==> src/rtl/mode_gate_pkg.sv <==
// Shared definitions for the mode-gated enable unit.
// Assumes: class codes are fixed by the decoder contract.
package mode_gate_pkg;

    typedef enum logic [2:0] {
        CLS_BASE      = 3'd0,
        CLS_OFFICIAL  = 3'd1,
        CLS_EXPER     = 3'd2,
        CLS_CUSTOM    = 3'd3,
        CLS_BURST     = 3'd4,
        CLS_VERSIONED = 3'd5,
        CLS_MODE_WR   = 3'd6,
        CLS_UNDEF     = 3'd7
    } iclass_e;

    localparam int CMP_W = 3;   // compatibility field width
    localparam int VER_W = 2;   // version level width

endpackage

==> src/rtl/mg_compat_limit.sv <==
// Turns the compatibility field into the highest allowed version level.
// Assumes: zero field means no cap; otherwise the lowest set bit wins.
module mg_compat_limit
    import mode_gate_pkg::*;
(
    input  logic [CMP_W-1:0] cmp,
    output logic [VER_W-1:0] lvl
);

    // Scan from the top bit down so the lowest set bit is the last to assign.
    always_comb begin
        lvl = VER_W'(CMP_W);
        for (int k = CMP_W - 1; k >= 0; k--) begin
            if (cmp[k]) lvl = VER_W'(k);
        end
    end

endmodule

==> src/rtl/mg_decide.sv <==
// Combinational allow/trap decision for the presented instruction.
// Assumes: cur holds the state before this instruction retires.
module mg_decide
    import mode_gate_pkg::*;
#(
    parameter int OFF_W = 4,
    parameter int EXP_W = 4,
    parameter int CUS_W = 3,
    parameter int RSV_W = 4,
    parameter int CNT_W = 6,
    parameter int SEL_W = 3,
    localparam int MW     = OFF_W + EXP_W + CUS_W + CMP_W + RSV_W + CNT_W,
    localparam int EXP_LO = OFF_W,
    localparam int CUS_LO = EXP_LO + EXP_W,
    localparam int CMP_LO = CUS_LO + CUS_W,
    localparam int RSV_LO = CMP_LO + CMP_W,
    localparam int CNT_LO = RSV_LO + RSV_W
) (
    input  logic [MW-1:0]    cur,
    input  logic             iss_valid,
    input  logic [2:0]       iss_class,
    input  logic [SEL_W-1:0] iss_sel,
    input  logic [VER_W-1:0] iss_ver,
    input  logic             iss_jump,
    input  logic             priv_sup,
    input  logic [MW-1:0]    wr_data,
    output logic             allow,
    output logic             trap,
    output logic             wr_ok,
    output logic             adv
);

    localparam logic [MW-1:0] ONE = {{(MW-1){1'b0}}, 1'b1};
    localparam logic [MW-1:0] PRIV_MASK = ((ONE << OFF_W) - ONE)
                                        | (((ONE << CMP_W) - ONE) << CMP_LO);
    localparam logic [MW-1:0] RSV_MASK  = ((ONE << RSV_W) - ONE) << RSV_LO;

    logic [OFF_W-1:0] off_f;
    logic [EXP_W-1:0] exp_f;
    logic [CUS_W-1:0] cus_f;
    logic [CMP_W-1:0] cmp_f;
    logic [CNT_W-1:0] cnt_f;
    logic [VER_W-1:0] lvl;
    logic             off_hit, exp_hit, cus_hit, cnt_live;
    logic             priv_change, rsv_set, cls_bad, illegal;
    iclass_e          cls;

    assign off_f = cur[OFF_W-1:0];
    assign exp_f = cur[EXP_LO +: EXP_W];
    assign cus_f = cur[CUS_LO +: CUS_W];
    assign cmp_f = cur[CMP_LO +: CMP_W];
    assign cnt_f = cur[CNT_LO +: CNT_W];
    assign cls   = iclass_e'(iss_class);

    mg_compat_limit u_lim (
        .cmp (cmp_f),
        .lvl (lvl)
    );

    // Look up the official flag named by the selector.
    always_comb begin
        off_hit = 1'b0;
        for (int i = 0; i < OFF_W; i++) begin
            if (iss_sel == SEL_W'(i)) off_hit = off_f[i];
        end
    end

    // Look up the experimental flag named by the selector.
    always_comb begin
        exp_hit = 1'b0;
        for (int i = 0; i < EXP_W; i++) begin
            if (iss_sel == SEL_W'(i)) exp_hit = exp_f[i];
        end
    end

    assign cus_hit     = (cus_f != '0) && (SEL_W'(cus_f) == iss_sel);
    assign cnt_live    = (cnt_f != '0);
    assign priv_change = ((wr_data ^ cur) & PRIV_MASK) != '0;
    assign rsv_set     = (wr_data & RSV_MASK) != '0;

    // Class-specific legality check.
    always_comb begin
        unique case (cls)
            CLS_BASE:      cls_bad = 1'b0;
            CLS_OFFICIAL:  cls_bad = !off_hit;
            CLS_EXPER:     cls_bad = !exp_hit;
            CLS_CUSTOM:    cls_bad = !cus_hit;
            CLS_BURST:     cls_bad = !cnt_live;
            CLS_VERSIONED: cls_bad = (iss_ver > lvl);
            CLS_MODE_WR:   cls_bad = (!priv_sup && priv_change) || rsv_set;
            default:       cls_bad = 1'b1;
        endcase
    end

    assign illegal = cls_bad || (iss_jump && cnt_live);
    assign trap    = iss_valid && illegal;
    assign allow   = iss_valid && !illegal;
    assign wr_ok   = allow && (cls == CLS_MODE_WR);
    assign adv     = allow && (cls != CLS_MODE_WR);

endmodule

==> src/rtl/mg_state.sv <==
// Mode register, its trap-save copy and the countdown update.
// Assumes: trap strobes take priority over a retiring instruction.
module mg_state #(
    parameter int MW     = 24,
    parameter int CNT_W  = 6,
    parameter int CNT_LO = 18
) (
    input  logic          clk,
    input  logic          rst_n,
    input  logic          trap_enter,
    input  logic          trap_return,
    input  logic          wr_ok,
    input  logic          adv,
    input  logic [MW-1:0] wr_data,
    output logic [MW-1:0] cur
);

    logic [MW-1:0]    saved;
    logic [CNT_W-1:0] cnt_now;

    assign cnt_now = cur[CNT_LO +: CNT_W];

    // Live register: reset, save/clear, restore, write, or count down.
    always_ff @(posedge clk) begin
        if (!rst_n) begin
            cur <= '0;
        end else if (trap_enter) begin
            cur <= '0;
        end else if (trap_return) begin
            cur <= saved;
        end else if (wr_ok) begin
            cur <= wr_data;
        end else if (adv && (cnt_now != '0)) begin
            cur[CNT_LO +: CNT_W] <= cnt_now - CNT_W'(1);
        end
    end

    // Save copy: captured on trap entry only.
    always_ff @(posedge clk) begin
        if (!rst_n) begin
            saved <= '0;
        end else if (trap_enter) begin
            saved <= cur;
        end
    end

endmodule

==> src/rtl/mode_gate_unit.sv <==
// Top of the mode-gated instruction enable unit.
// Assumes: one retiring instruction per cycle at most, decoder-supplied class.
module mode_gate_unit
    import mode_gate_pkg::*;
#(
    parameter int OFF_W = 4,
    parameter int EXP_W = 4,
    parameter int CUS_W = 3,
    parameter int RSV_W = 4,
    parameter int CNT_W = 6,
    localparam int MW    = OFF_W + EXP_W + CUS_W + CMP_W + RSV_W + CNT_W,
    localparam int SEL_N = (OFF_W > EXP_W)
                         ? ((OFF_W > (1 << CUS_W)) ? OFF_W : (1 << CUS_W))
                         : ((EXP_W > (1 << CUS_W)) ? EXP_W : (1 << CUS_W)),
    localparam int SEL_W = (SEL_N > 1) ? $clog2(SEL_N) : 1
) (
    input  logic             clk,
    input  logic             rst_n,
    input  logic             iss_valid,
    input  logic [2:0]       iss_class,
    input  logic [SEL_W-1:0] iss_sel,
    input  logic [VER_W-1:0] iss_ver,
    input  logic             iss_jump,
    input  logic             priv_sup,
    input  logic [MW-1:0]    wr_data,
    input  logic             trap_enter,
    input  logic             trap_return,
    output logic [MW-1:0]    rd_data,
    output logic             allow,
    output logic             trap
);

    localparam int CNT_LO = OFF_W + EXP_W + CUS_W + CMP_W + RSV_W;

    logic [MW-1:0] cur;
    logic          wr_ok, adv;

    mg_decide #(
        .OFF_W (OFF_W), .EXP_W (EXP_W), .CUS_W (CUS_W),
        .RSV_W (RSV_W), .CNT_W (CNT_W), .SEL_W (SEL_W)
    ) u_dec (
        .cur       (cur),
        .iss_valid (iss_valid),
        .iss_class (iss_class),
        .iss_sel   (iss_sel),
        .iss_ver   (iss_ver),
        .iss_jump  (iss_jump),
        .priv_sup  (priv_sup),
        .wr_data   (wr_data),
        .allow     (allow),
        .trap      (trap),
        .wr_ok     (wr_ok),
        .adv       (adv)
    );

    mg_state #(
        .MW (MW), .CNT_W (CNT_W), .CNT_LO (CNT_LO)
    ) u_st (
        .clk         (clk),
        .rst_n       (rst_n),
        .trap_enter  (trap_enter),
        .trap_return (trap_return),
        .wr_ok       (wr_ok),
        .adv         (adv),
        .wr_data     (wr_data),
        .cur         (cur)
    );

    assign rd_data = cur;

endmodule

==> config.mk <==
export PLATFORM = sky130hd
export DESIGN_NAME = mode_gate_unit
export DESIGN_NICKNAME = d
export VERILOG_FILES = /design/src/rtl/mode_gate_pkg.sv /design/src/rtl/mg_compat_limit.sv /design/src/rtl/mg_decide.sv /design/src/rtl/mg_state.sv /design/src/rtl/mode_gate_unit.sv
export SDC_FILE = /design/constraint.sdc
export NUM_CORES = 1
export LEC_CHECK = 0
export BUFFER_PORTS_ARGS = -buffer_cell sky130_fd_sc_hd__buf_2
export CORE_ASPECT_RATIO = 0.7
export CORE_UTILIZATION = 37
export DETAILED_ROUTE_END_ITERATION = 16
export PLACE_DENSITY = 0.56
export RECOVER_POWER = 50
export SETUP_SLACK_MARGIN = 0.15
export SYNTH_ARGS = -nofsm -noshare
export SYNTH_HDL_FRONTEND = slang
export SYNTH_SLANG_ARGS = --single-unit
==> constraint.sdc <==
create_clock -name clk -period 3.5 [get_ports clk]
set_input_delay 0.7 -clock clk [delete_from_list [all_inputs] [get_ports clk]]
set_output_delay 0.7 -clock clk [all_outputs]
set_load 0.1 [all_outputs]
* Yosys cells after proc, flatten, opt, wreduce, memory -nomap -nowiden
Cells that the tools add are included.
** Word-level totals
- Bits in registers :: 48
- Word-level logic and storage cells :: 59
** Operators by class
- Add/subtract/negate cells :: 1
- $lt $le $gt $ge :: 1
- Equal/unequal tests :: 11
- Muxes and demuxes :: 16
- Bitwise gates (word level) :: 2
- Reduce and logical (&&, ||, !) cells :: 25
** Operators by type and width (number)
- $reduce_bool A24 Y1 :: 2
- $mux W24 :: 1
- $mux W18 :: 1
- $xor A14 B14 Y14 :: 1
- $eq A3 B2 Y1 const B :: 4
- $mux W6 :: 2
- $eq A3 B3 Y1 const B :: 3
- $mux W1 :: 9
- $logic_and A1 B1 Y1 :: 8
- $pmux W1 S7 :: 1
- $eq A3 B1 Y1 const B :: 2
- $logic_not A1 Y1 :: 6
- $logic_not A3 Y1 :: 2
- $reduce_bool A3 Y1 :: 2
- $reduce_bool A6 Y1 :: 1
- $sub A6 B1 Y6 const B :: 1
- $mux W2 :: 2
- $eq A3 B3 Y1 :: 1
- $ne A3 B3 Y1 const B :: 1
- $gt A2 B2 Y1 :: 1
- $logic_or A1 B1 Y1 :: 2
- $reduce_bool A2 Y1 :: 1
- $reduce_or A2 Y1 :: 1
- $not A1 Y1 :: 1

* Depth between registers and ports, before layout
Gate-level depths: netlist of run 1.
- Depth after elaboration :: 15
- Depth in mapped cells :: 10

* Hierarchy
Synthesis of run 1 repeated with hierarchy kept, for this count alone.
** Unflattened totals
- Cell total of the unflattened synthesis :: 288
- Area, all modules :: 2585.0 um2
** By module, submodules not included
- mg_state :: times used 1, cells an instance 239, area each 2197.1 um2, sequential area each 960.9 um2
- mg_decide :: times used 1, cells an instance 46, area each 371.6 um2, sequential area each 0.0 um2
- mg_compat_limit :: times used 1, cells an instance 3, area each 16.3 um2, sequential area each 0.0 um2

* Worst setup path before layout of run 1
No wires, ideal clock.
- Path kind :: reg2out
- Start point :: reg u_st.cur[11]
- End point :: out trap
- Data arrival time :: 2837 ps
- Data required time :: 2800 ps
- Setup slack :: -37 ps
- Stages on the path, launching flop included :: 8
- Buffers on the path :: 0
- Cells stage by stage :: dfxtp_1 > or2_2 > ha_1 > a221oi_1 > o21a_1 > a2bb2oi_2 > nand2_1 > and2_1
** On the way
- Word-level cells in the longest chain between the ends :: 7
** Ends and longest elaborated chain
- start: declaration :: line mg_state.sv:15 : output logic [MW-1:0] cur
- start signal: assignment :: line mg_state.sv:30 : cur <= saved;
- start signal: assignment :: line mg_state.sv:32 : cur <= wr_data;
- start signal: indexed assignment :: line mg_state.sv:34 : cur[CNT_LO +: CNT_W] <= cnt_now - CNT_W'(1);
- $xor A14 B14 Y14 :: line mg_decide.sv:78 : assign priv_change = ((wr_data ^ cur) & PRIV_MASK) != '0;
- $reduce_bool A24 Y1 :: line mg_decide.sv:78
- $logic_and A1 B1 Y1 :: line mg_decide.sv:90 : CLS_MODE_WR: cls_bad = (!priv_sup && priv_change) || rsv_set;
- $logic_or A1 B1 Y1 :: line mg_decide.sv:90
- $pmux W1 S7 (*) :: line mg_decide.sv:83 : unique case (cls)
- $logic_or A1 B1 Y1 (*) :: line mg_decide.sv:95 : assign illegal = cls_bad || (iss_jump && cnt_live);
- $logic_and A1 B1 Y1 (*) :: line mg_decide.sv:96 : assign trap = iss_valid && illegal;
- end: declaration :: line mode_gate_unit.sv:30 : output logic trap
Every way passes the cells marked *; elsewhere a longest branch is shown, timed or not.

* Worst setup path in the final report of run 1
Same ends and word-level chain as after synthesis.

==> results of run 1 <==
==> worst reg2reg max path, cell delays in order, from the launching register on <==
cell     delay [ns]
dfxtp_1        0.46
xnor2_1        0.15
nand4_1        0.23
o31ai_4        0.34
nand4_4        0.28
buf_4          0.33
mux2_4         0.32
mux2i_1        0.13
nor2_1         0.05
==> through the flow <==
stage / area (sq um) / utilization (%) / power (uW)
floorplan: 2660 / - / 679
global placement: 3050 / 44.5 / 729
detailed placement: 3050 / 44.5 / 730
CTS: 3160 / 46.1 / 1130
global route: 3140 / 45.8 / 1170
finish: 3140 / 45.8 / 1120
==> cell type report <==
class / count / area [sq um] / area share (%)
well taps: 94 / 118 / 3.75
repair buffers: 68 / 330 / 10.5
clock buffers: 5 / 68.8 / 2.19
clock inverters: 3 / 42.5 / 1.36
multi-input cells: 191 / 1570 / 50.1
flip-flops and latches: 48 / 967 / 30.8
inverters: 10 / 37.5 / 1.20
==> state kept, by name, summed over array words and instances (netlist names) <==
register,flops
u_st.cur,24
u_st.saved,24
==> logic make-up (layout without fill, tap and decap cells) <==
family,Yosys count,count (layout)
xor+xnor,12,12
simple gates,84,84
mux,57,57
flops,48,48
compound gates,34,34
buf+inv,25,86
fa+ha+maj,4,4
==> cells in the mapped netlist, types with 2 or more instances <==
| library cell | n |
|---|---|
| a2111o_1 | 3 |
| a21oi_1 | 9 |
| a221oi_1 | 3 |
| and2_1 | 3 |
| buf_6 | 3 |
| clkbuf_1 | 11 |
| dfxtp_1 | 48 |
| ha_1 | 4 |
| inv_1 | 10 |
| mux2_2 | 8 |
| mux2_4 | 6 |
| mux2i_1 | 43 |
| nand2_1 | 9 |
| nand2b_1 | 6 |
| nand3_1 | 3 |
| nand3b_1 | 5 |
| nand4_1 | 2 |
| nor2_1 | 18 |
| nor2b_1 | 25 |
| nor3_1 | 3 |
| o221ai_1 | 3 |
| or3_1 | 2 |
| xnor2_1 | 10 |
| xor2_1 | 2 |
==> power by group <==
part / switching [uW] / leakage [uW] / internal, uW
clock network: 195 / 0.0000541 / 212
registers: 4.31 / 0.000390 / 549
logic: 103 / 0.000872 / 61.2
total: 303 / 0.00132 / 822
==> layer usage <==
| metal | vias up | routed length [um] |
|---|---|---|
| met5 | - | 0 |
| met4 | 0 | 31 |
| met3 | 2 | 349 |
| met2 | 55 | 2640 |
| met1 | 977 | 3450 |
| li1 | 1060 | - |
==> final timing paths <==
path / to / depth (start not counted)
hold / removal: u_st.cur[14] / 2
hold reg to reg: u_st.cur[14] / 2
setup reg to reg: u_st.cur[13] / 8
setup / recovery: trap / 9
==> reports/qor.csv, run 1 <==
metric,value,unit
max-slew violation count,26,
non-filler instance count after layout,419,
Mapped Cells,264,
worst path cell trace,"or2_2, ha_1, nand2b_1, a221oi_1, o21a_1, a2bb2oi_2, nand2_1, and2_1, buf_2",
full die area,7510,sq um
Max-cap violations,1,
Max rail drop VDD,0.000143,V
busiest grt layer,met1,
Layout area overhead,18.3,%
CTS Root Cell,clkbuf_8,
Crit Path Class,flop to output pin,
dpl ws,0.389,ns
"Reg clk slew, reported paths",0.09,ns
Crit-path slowest cell,buf_2,
number of buffers and inverters on the critical path,1,
Slew HR,-27.1,%
CP required,2.80,ns
count of buffers from port buffering,64,
met3 Resource Use GR,3.93,%
drt first pass iters,4,
number of fill cells,683,
"Net Count, Synth",307,
CP startpoint kind,flop,
Synth area leader,dfxtp_1,
LEAKAGE,0.00132,uW
Worst Setup SP,u_st.cur[11],
fin crit period,3.19,ns
Avg Inst Size Synth,10.0,sq um
Critical Path End Type,output pin,
Mapped Area,2650,sq um
Peak Freq,0.313,GHz
synth warn,0,
Yosys top cell area share,36.2,%
"Hold Vio Cnt, Final",0,
xor/xnor cell area share of the yosys netlist,3.96,%
Max Clock Skew,0.00949,ns
count of final setup violators,0,
Chip Width,103,um
worst hold path startpoint,u_st.saved[14],
share of cells above drive strength 1,28.3,%
initial core utilization,38.7,%
sequential area share after synthesis,36.2,%
synth unique cells,49,
TritonCTS clock tree,done,
post-synthesis compound-gate area fraction,11.9,%
Post-CTS Setup Bufs,0,
simple-gate portion of the synthesized area,18.5,%
status,finished with violations,
largest net degree at the start of global routing,27,
vias in the first global route,2075,
max incr delay on CP,0.42,ns
Hold Slack,0.455,ns
initial antenna violation count,0,
H-tree Lvls,2,
Post-CTS Hold Buffers,0,
total clock buffers created by CTS,5,
number of synthesized register bits,48,
fin crit share,91.3,%
adder-cell share of the synthesized area,1.89,%
row count,25,
cell family with most CP delay,simple AND/OR/NAND/NOR gates,
crit path max fanout,6,
Hold Path Class,flop to flop,
"EDFF count, synth",0,
detailed-placement wirelength estimate,4.77,mm
cts repair resizes,0,
I/O pin count,65,
worst setup margin,0.306,ns
asr flop ratio synth,0,%
clock buffer depth,2,
P per Cell Area,358,nW/um^2
vias per cell,5.00,
worst-skew pair later-pin latency,0.30,ns
layout net count,367,
Post-DRT Antenna Nets,0,
failing checks,"max-capacitance violations, max-slew violations",
first-pass GRT wire length,10.6,mm
core area,6850,sq um
clock sinks,48,
reg2reg setup slack,1.09,ns
met1 usage,28.5,%
die span in y,72.8,um
placer congestion estimate,0.844,
met2 global-route usage,26.4,%
reg-to-reg startpoint,u_st.cur[0],
worst slew pin tran,1.91,ns
critical path data arrival time,2.49,ns
DR WL/cell,15.4,um
most frequent cells in the layout,"buf_2 (51), mux2i_1 (43), dfxtp_1 (43), nor2b_1 (25), nor2_1 (18)",
RSZ-0062 raised after global routing,false,
ranking of synthesized cells by area,"dfxtp_1 (36%), mux2i_1 (16%), nor2b_1 (5.9%)",
DRT iter0 DRCs,48,
TNS Setup,0,ns
grt ovf,0,
"Top FF cell, synth",dfxtp_1,
"most common cell after layout, fill and taps aside",buf_2,
Total GRT Usage,18.6,%
routed wire length,6.46,mm
mux contribution to synthesized area,23.0,%
DRC viols,0,
# diodes,0,
combinational family with the most area after synthesis,multiplexers,
placed cell count,411,
Vias,2094,
(Power assumes the default switching activity.)
==> run 2: changes to the inputs <==
- CAP_MARGIN: not set -> 20
- CORE_UTILIZATION: 37 -> 34
- PLACE_DENSITY: 0.56 -> 0.52
==> run 2 against run 1 <==
Effect of this change: the flow still finishes with violations (max-capacitance violations, max-slew violations); largest power group unchanged; critical path depth fell by 1; clock skew fell by 0.0037 ns; first-iteration DRC count rose by 19%; worst setup slack improved by 0.084 ns; sequential share of layout area fell by 0.16 points; combinational power barely moved.
==> reports/qor.csv, run 2 (same netlist as run 1, synthesis figures left out) <==
metric,value,unit
Max-cap violations,1,
Post-CTS Hold Buffers,0,
# diodes,0,
Chip Width,108,um
core area,7420,sq um
CP startpoint kind,flop,
max incr delay on CP,0.42,ns
initial core utilization,35.7,%
failing checks,"max-capacitance violations, max-slew violations",
Max rail drop VDD,0.000130,V
CTS Root Cell,clkbuf_8,
Crit Path Class,flop to output pin,
placer congestion estimate,0.793,
count of buffers from port buffering,64,
initial antenna violation count,0,
DR WL met2,2.53,mm
met1 wire length,3.52,mm
layout net count,368,
Crit-path slowest cell,buf_2,
Placed Area,3060,sq um
Max Clock Skew,0.00578,ns
die span in y,75.9,um
fin crit period,3.11,ns
Hold Path Class,flop to flop,
critical path data arrival time,2.41,ns
worst path cell trace,"or2_2, ha_1, nand2b_1, a221oi_1, o21a_1, a2bb2oi_2, and3_1, buf_2",
Layout area overhead,18.9,%
wire length on met3,295,um
fin crit share,88.9,%
"Reg clk slew, reported paths",0.08,ns
share of cells above drive strength 1,28.5,%
max-slew violation count,26,
"most common cell after layout, fill and taps aside",buf_2,
DR WL/cell,15.1,um
TNS Setup,0,ns
number of buffers and inverters on the critical path,1,
Final Power,1150,uW
detailed-placement wirelength estimate,4.67,mm
Critical Path End Type,output pin,
drt first pass iters,4,
Slew HR,-29.8,%
DRT iter0 DRCs,57,
largest net degree at the start of global routing,40,
I/O pin count,65,
worst-skew pair later-pin latency,0.30,ns
DRC viols,0,
H-tree Lvls,2,
CP required,2.80,ns
final instance area,3150,sq um
P per Cell Area,366,nW/um^2
grt ovf,0,
TritonCTS clock tree,done,
Vias,2061,
Top Registers,"u_st.cur x24, u_st.saved x24",
count of final setup violators,0,
most frequent cells in the layout,"buf_2 (51), mux2i_1 (43), dfxtp_1 (43), nor2b_1 (25), nor2_1 (18)",
vias in the first global route,1964,
LEAKAGE,0.00134,uW
crit path max fanout,6,
Post-DRT Antenna Nets,0,
full die area,8160,sq um
clock sinks,48,
worst slew pin tran,1.95,ns
first-pass GRT wire length,10.1,mm
"Hold Vio Cnt, Final",0,
RSZ-0062 raised after global routing,false,
routed wire length,6.40,mm
Peak Freq,0.322,GHz
Total GRT Usage,16.5,%
vias per cell,4.86,
cell family with most CP delay,simple AND/OR/NAND/NOR gates,
total clock buffers created by CTS,5,
uppermost routed layer,met4,
row count,26,
status,finished with violations,
clock buffer depth,2,
==> run 2: routing by layer <==
layer  GRT usage (%)  up-vias
met1            23.9      960
met2            24.4       42
met3            4.19        5
li1                -     1054
met5               0        -
met4            4.11        0
==> run 2: path summary, 6_finish.rpt <==
| kind | from | endpoint | slack, ns | cells past startpoint |
|---|---|---|---|---|
| worst max register to register | u_st.cur[0] | u_st.cur[11] | 0.85 | 8 |
| worst min-delay path | u_st.saved[16] | u_st.cur[16] | 0.45 | 2 |
| worst min register to register | u_st.saved[16] | u_st.cur[16] | 0.45 | 2 |
| worst max-delay path | u_st.cur[11] | allow | 0.39 | 8 |
==> run 2: final cells by class <==
cell class / instances / area [sq um]
inverter: 10 / 37.5
fill: 761 / 4260
tap: 98 / 123
multi-input combinational: 191 / 1560
clock buffer: 7 / 96.3
clock inverter: 1 / 30.0
sequential: 48 / 967
timing repair buffer: 69 / 342
==> run 2: metrics by stage <==
stage | setup slack (ns) | utilization [%] | std cells | hold WS (ns)
detailed placement | 0.348 | 41.2 | 416 | 0.442
CTS | 0.305 | 42.9 | 424 | 0.455
floorplan | 0.172 | - | 264 | 0.429
global route | 0.235 | 42.5 | 424 | 0.469
finish | 0.390 | 42.5 | 424 | 0.453
global placement | 0.400 | 41.2 | 416 | 0.438
==> run 2: worst min-delay path, delay by kind of cell, from the launching register on <==
kind | cells | cell delay, ns
AND/OR/NAND/NOR | 1 | 0.05
flip-flops | 1 | 0.32
AO/OA/AOI/OAI | 1 | 0.05
==> run 2: where the power goes <==
| part | leakage, uW | total [uW] | switching [uW] | internal, uW |
|---|---|---|---|---|
| combinational | 0.000883 | 165 | 103 | 62.4 |
| sequential | 0.000390 | 552 | 3.67 | 549 |
| clock | 0.0000645 | 437 | 185 | 252 |
==> run 2: repair_timing <==
action	4_1_cts	5_1_grt
setup endpoints to repair	0	1
buffers inserted	0	0
gates resized for setup	0	1
